<file path="src/rtl/bzmux_pkg.sv">
package bzmux_pkg;
   // Role of a pin within the pair
   typedef enum logic {
      PIN_LEAD   = 1'b0,
      PIN_FOLLOW = 1'b1
   } bz_role_e;

   localparam int unsigned NPIN = 2;

   // Tone driven by a pin of the given role
   function automatic logic tone_of(input bz_role_e role, input logic pfd);
      return (role == PIN_FOLLOW) ? ~pfd : pfd;
   endfunction
endpackage

</file>
<file path="src/rtl/bzmux_pfd.sv">
module bzmux_pfd #(
   parameter int unsigned PRESCALE = 1
) (
   input  logic clk,
   input  logic rst_n,
   input  logic ovf_i,
   output logic pfd_o
);
   generate
      if (PRESCALE < 1) begin : g_bad
         $error("bzmux_pfd: PRESCALE must be at least 1");
      end else if (PRESCALE == 1) begin : g_direct
         always_ff @(posedge clk or negedge rst_n) begin
            if (!rst_n)     pfd_o <= 1'b0;
            else if (ovf_i) pfd_o <= ~pfd_o;
         end
      end else begin : g_count
         localparam int unsigned CW = $clog2(PRESCALE);
         localparam logic [CW-1:0] LAST = CW'(PRESCALE - 1);
         logic [CW-1:0] cnt;
         always_ff @(posedge clk or negedge rst_n) begin
            if (!rst_n) begin
               cnt   <= '0;
               pfd_o <= 1'b0;
            end else if (ovf_i) begin
               if (cnt == LAST) begin
                  cnt   <= '0;
                  pfd_o <= ~pfd_o;
               end else begin
                  cnt <= cnt + 1'b1;
               end
            end
         end
      end
   endgenerate
endmodule

</file>
<file path="src/rtl/bzmux_pin.sv">
module bzmux_pin
   import bzmux_pkg::*;
#(
   parameter bz_role_e ROLE       = PIN_LEAD,
   parameter bit       DIR_IN_LVL = 1'b1
) (
   input  logic bz_en,
   input  logic gate,
   input  logic dat,
   input  logic dir,
   input  logic pad_i,
   input  logic pfd,
   output logic pad_o,
   output logic oe,
   output logic rd
);
   logic is_in;
   logic tone;

   assign is_in = (dir == DIR_IN_LVL);
   assign oe    = ~is_in;
   assign tone  = tone_of(ROLE, pfd);

   always_comb begin
      if (bz_en) pad_o = gate & tone;
      else       pad_o = dat;
   end

   assign rd = is_in ? pad_i : dat;
endmodule

</file>
<file path="src/rtl/bzmux_top.sv">
module bzmux_top
   import bzmux_pkg::*;
#(
   parameter int unsigned OVF_PRESCALE = 1,
   parameter bit          DIR_IN_LVL   = 1'b1
) (
   input  logic       clk,
   input  logic       rst_n,
   input  logic       tmr_ovf,
   input  logic       bz_en,
   input  logic [1:0] dat,
   input  logic [1:0] dir,
   input  logic [1:0] pad_i,
   output logic [1:0] pad_o,
   output logic [1:0] pad_oe,
   output logic [1:0] rd_o
);
   logic pfd;

   bzmux_pfd #(.PRESCALE(OVF_PRESCALE)) u_pfd (
      .clk   (clk),
      .rst_n (rst_n),
      .ovf_i (tmr_ovf),
      .pfd_o (pfd)
   );

   for (genvar i = 0; i < NPIN; i++) begin : g_pin
      bzmux_pin #(
         .ROLE       ((i == 0) ? PIN_LEAD : PIN_FOLLOW),
         .DIR_IN_LVL (DIR_IN_LVL)
      ) u_pin (
         .bz_en (bz_en),
         .gate  (dat[0]),
         .dat   (dat[i]),
         .dir   (dir[i]),
         .pad_i (pad_i[i]),
         .pfd   (pfd),
         .pad_o (pad_o[i]),
         .oe    (pad_oe[i]),
         .rd    (rd_o[i])
      );
   end
endmodule

</file>
<file path="config.mk">
export PLATFORM = sky130hd
export DESIGN_NAME = bzmux_top
export DESIGN_NICKNAME = d
export VERILOG_FILES = /design/src/rtl/bzmux_pkg.sv /design/src/rtl/bzmux_pfd.sv /design/src/rtl/bzmux_pin.sv /design/src/rtl/bzmux_top.sv
export SDC_FILE = /design/constraint.sdc
export NUM_CORES = 1
export LEC_CHECK = 0
export ABC_AREA = 1
export BUFFER_PORTS_ARGS = -buffer_cell sky130_fd_sc_hd__buf_2
export CORE_AREA = 2 2 39 41
export DETAILED_ROUTE_END_ITERATION = 8
export DIE_AREA = 0 0 41 43
export PLACE_DENSITY_LB_ADDON = 0.2
export SYNTH_ARGS = -nofsm -noshare
export SYNTH_HDL_FRONTEND = slang
export SYNTH_SLANG_ARGS = --single-unit
</file>
<file path="constraint.sdc">
create_clock -name clk -period 2.39 [get_ports clk]
set_clock_uncertainty 0.2 [all_clocks]
set_input_delay 0.1195 -clock clk [delete_from_list [all_inputs] [get_ports clk]]
set_output_delay 0.1195 -clock clk [all_outputs]
set_load 0.05 [all_outputs]
</file>
**Word-level counts from Yosys, hierarchy flattened**

Cells that the tools add are included.

- Bits in registers: 1
- Output and inout bits: 6
- Word-level logic and storage cells: 10

- Mux-type cells: 4
- Bitwise operators: 5

Operator list:

| operator | count |
|---|---|
| 1-bit two-way mux | 4 |
| 1-bit NOT | 3 |
| 1-bit bitwise AND | 2 |

**Longest topological paths before layout**

- Depth in word-level cells: 3
- Depth in mapped cells: 4
- Mapped depth without buffers: 3

**Modules after synthesis**

Synthesis repeated with hierarchy kept, for this count alone.

- Cells, all modules: 23
- Area, all modules: 120.1 um2

Modules (own cells, without submodules):

| module | times used | area each (um2) | cells each |
|---|---|---|---|
| bzmux_pfd | 1 | 43.8 | 6 |
| bzmux_pin (g_pin[1].u_pin) | 1 | 40.0 | 9 |
| bzmux_pin (g_pin[0].u_pin) | 1 | 36.3 | 8 |

**Least setup slack after synthesis**

Ideal clock, no wire load.

- Path type: reg-to-output
- Start: register u_pfd.pfd_o
- End: output port pad_o[1]
- Slack: 1.353 ns
- Data arrival time: 0.718 ns
- Stages on the path, launching flop included: 5
- Data required time: 2.071 ns
- Path buffers: 1
- Cells stage by stage: dfrtp_1 -> inv_2 -> nand3_1 -> nand2_1 -> buf_4

- Word-level cells in the longest chain between the ends: 3

RTL lines:

| item | line | text |
|---|---|---|
| start: declaration | bzmux_pfd.sv:7 | `output logic pfd_o` |
| start signal: assignment | bzmux_pfd.sv:15 | `else if (ovf_i) pfd_o <= ~pfd_o;` |
| 1-bit NOT | bzmux_pkg.sv:12 | `return (role == PIN_FOLLOW) ? ~pfd : pfd;` |
| 1-bit bitwise AND | bzmux_pin.sv:25 | `if (bz_en) pad_o = gate & tone;` |
| 1-bit two-way mux | bzmux_pin.sv:25 |  |
| end: declaration | bzmux_top.sv:14 | `output logic [1:0] pad_o,` |

Every way passes these cells.

**Worst setup path after layout**

Same ends and word-level chain as after synthesis.

==> results.py <==
metrics = {
    "power_and_ir_drop": {
        "power.total_mw": 0.0780,
        "intPower_mw": 0.0361,
        "power_frac_comb": 0.727,
        "leakage_nw": 0.138,
        "pwr_density_cell_nw_per_um2": 380,
        "p_sw_mw": 0.0420,
        "power.share.switching": 0.538,
        "seq_power_share": 0.273,
        "clockPowerShare": 0,
        "peakVddDrop_uv": 141,
    },
    "setup_path": {
        "criticalPathCategory": "register to primary output",
        "crit_path_start_kind": "register",
        "required_ps": 2070,
        "cp_max_fo": 3,
        "arrival_ps": 810,
        "cp-end-kind": "primary output",
    },
    "route": {
        "first_iter_violations": 0,
        "wire_per_inst_um": 5.45,
        "num_vias": 158,
        "dr.pass1.iters": 1,
        "drc": 0,
        "routed_wl_um": 278,
        "routed_via_density": 3.10,
        "ant_nets": 0,
    },
    "status": {
        "status": "finished, final reports clean",
    },
    "logic_synthesis": {
        "postSynthCellCount": 25,
        "synth_top_family_by_area": "buffers and inverters",
        "synth_xor_xnor_area_share": 0,
        "ys_warn_count": 0,
        "synth-adder-area-share": 0,
        "synth_simple_gate_area_share": 0.267,
        "synth_nets": 35,
        "ys_seq_elements": 1,
        "synth_compound_area_frac": 0.0948,
        "syn_area_um2": 145,
        "synth.area.mux_share": 0,
        "syn_avg_cell_area_um2": 5.81,
        "synth_cell_types": 8,
        "ys_seq_area_frac": 0.172,
    },
    "global_routing": {
        "grt_max_degree": 4,
        "grt_use_total": 0.0270,
        "grt_pass1_vias": 117,
        "antenna_found_initial": 0,
        "grt_first_pass_wirelength_um": 358,
        "gr-total-overflow": 0,
    },
    "place": {
        "dp_cells": 50,
        "gp_congestion": 0.463,
        "hpwl_um": 264,
        "io_buffers": 15,
    },
    "finish": {
        "final_util": 0.148,
        "fin_cells": 51,
        "nets": 47,
        "drive_gt1_frac": 0.486,
        "diodes": 0,
        "largestRegisters": "u_pfd.pfd_o (1)",
        "syn_to_final_growth_pct": 41.4,
        "largest-register": "u_pfd.pfd_o",
        "largest_reg_flops": 1,
    },
    "timing": {
        "slew_viol_final": 0,
        "period_share": 0.475,
        "period_needed_ps": 1130,
        "fmax_mhz": 882,
        "tightest_slew_ps": 248,
        "slew_headroom": 0.836,
        "whs_ps": 158,
        "rsz0062_at_grt": "false",
        "hold_viol_final": 0,
        "finalSetupViolations": 0,
        "setup_tns_ps": 0,
    },
    "die": {
        "initial_core_util": 0.105,
        "ios": 16,
        "dieHeight_um": 43,
        "dieWidth_um": 41,
        "row_count": 14,
        "core-area_um2": 1380,
        "die-area_um2": 1760,
    },
    "run": {
        "maxCapViolations": 0,
    },
    "cts": {
        "clkTransAtPathRegs_ps": 0,
        "holdBufCountCts": 1,
        "clk_latency_ps": 0,
        "postCtsSetupRepairBufs": 0,
        "cts_resized": 0,
    },
    "worst_hold_path": {
        "hp-class": "primary input to register",
    },
}
synth_stat cells:
cell     n  area share
inv_2    1       0.026
nand2_1  9        0.23
inv_1    5        0.13
buf_4    6        0.31
dfrtp_1  1        0.17
nand3_1  1       0.034
o21ai_1  1       0.034
a21oi_2  1       0.060
power by group through the flow:
stage / Sequential, mW / Combinational (mW) / Clock (mW)
floorplan: 0.0212 / 0.0494 / 0
global placement: 0.0212 / 0.0566 / 0
detailed placement: 0.0213 / 0.0563 / 0
CTS: 0.0213 / 0.0575 / 0
global route: 0.0215 / 0.0615 / 0
finish: 0.0213 / 0.0567 / 0
routing by layer:
layer	GRT usage	vias to the layer above	share of wire
met1	0.0255	64	0.39
met2	0.0594	8	0.51
li1	-	86	-
met3	0	0	0.10
met4	0	0	0
met5	0	-	0
cells in the final DEF (no fill, tap or decap), drive strengths merged:
| cell type | count |
|---|---|
| buf | 15 |
| a21oi | 1 |
| o21ai | 1 |
| nand3 | 1 |
| inv | 6 |
| dlygate4sd3 | 1 |
| nand2 | 9 |
| dfrtp | 1 |
stage by stage:
step,instance area (µm²),setup WS (ps)
finish,205,1260
detailed placement,195,1230
global placement,195,1240
floorplan,145,1350
global route,205,1200
CTS,205,1230
critical path, cell delays in order, from the launching register on:
cell and delay [ps]:
dfrtp_1 360, inv_2 80, nand3_1 60, nand2_1 60, buf_2 250
layout make-up:
class	instances	area, µm²
fill	172	1180
inverter	6	22.5
multi-input combinational	12	52.6
sequential	1	25.0
tap	16	20.0
timing repair buffer	16	85.1
cells by family after synthesis:
kind of cell           after synthesis
AO/OA/AOI/OAI                        2
buffers and inverters               12
flip-flops                           1
AND/OR/NAND/NOR                     10
worst paths after layout:
kind	from	slack, ps	end	cells past startpoint
setup / recovery	u_pfd.pfd_o	1260	pad_o[1]	4
hold / removal	tmr_ovf	160	u_pfd.pfd_o	3
setup reg to reg	u_pfd.pfd_o	1570	u_pfd.pfd_o	3
hold reg to reg	u_pfd.pfd_o	290	u_pfd.pfd_o	2
max in group asynchronous	rst_n	1670	u_pfd.pfd_o	2
min in group asynchronous	rst_n	230	u_pfd.pfd_o	2
Note: power is estimated with default switching activity, not from simulation.
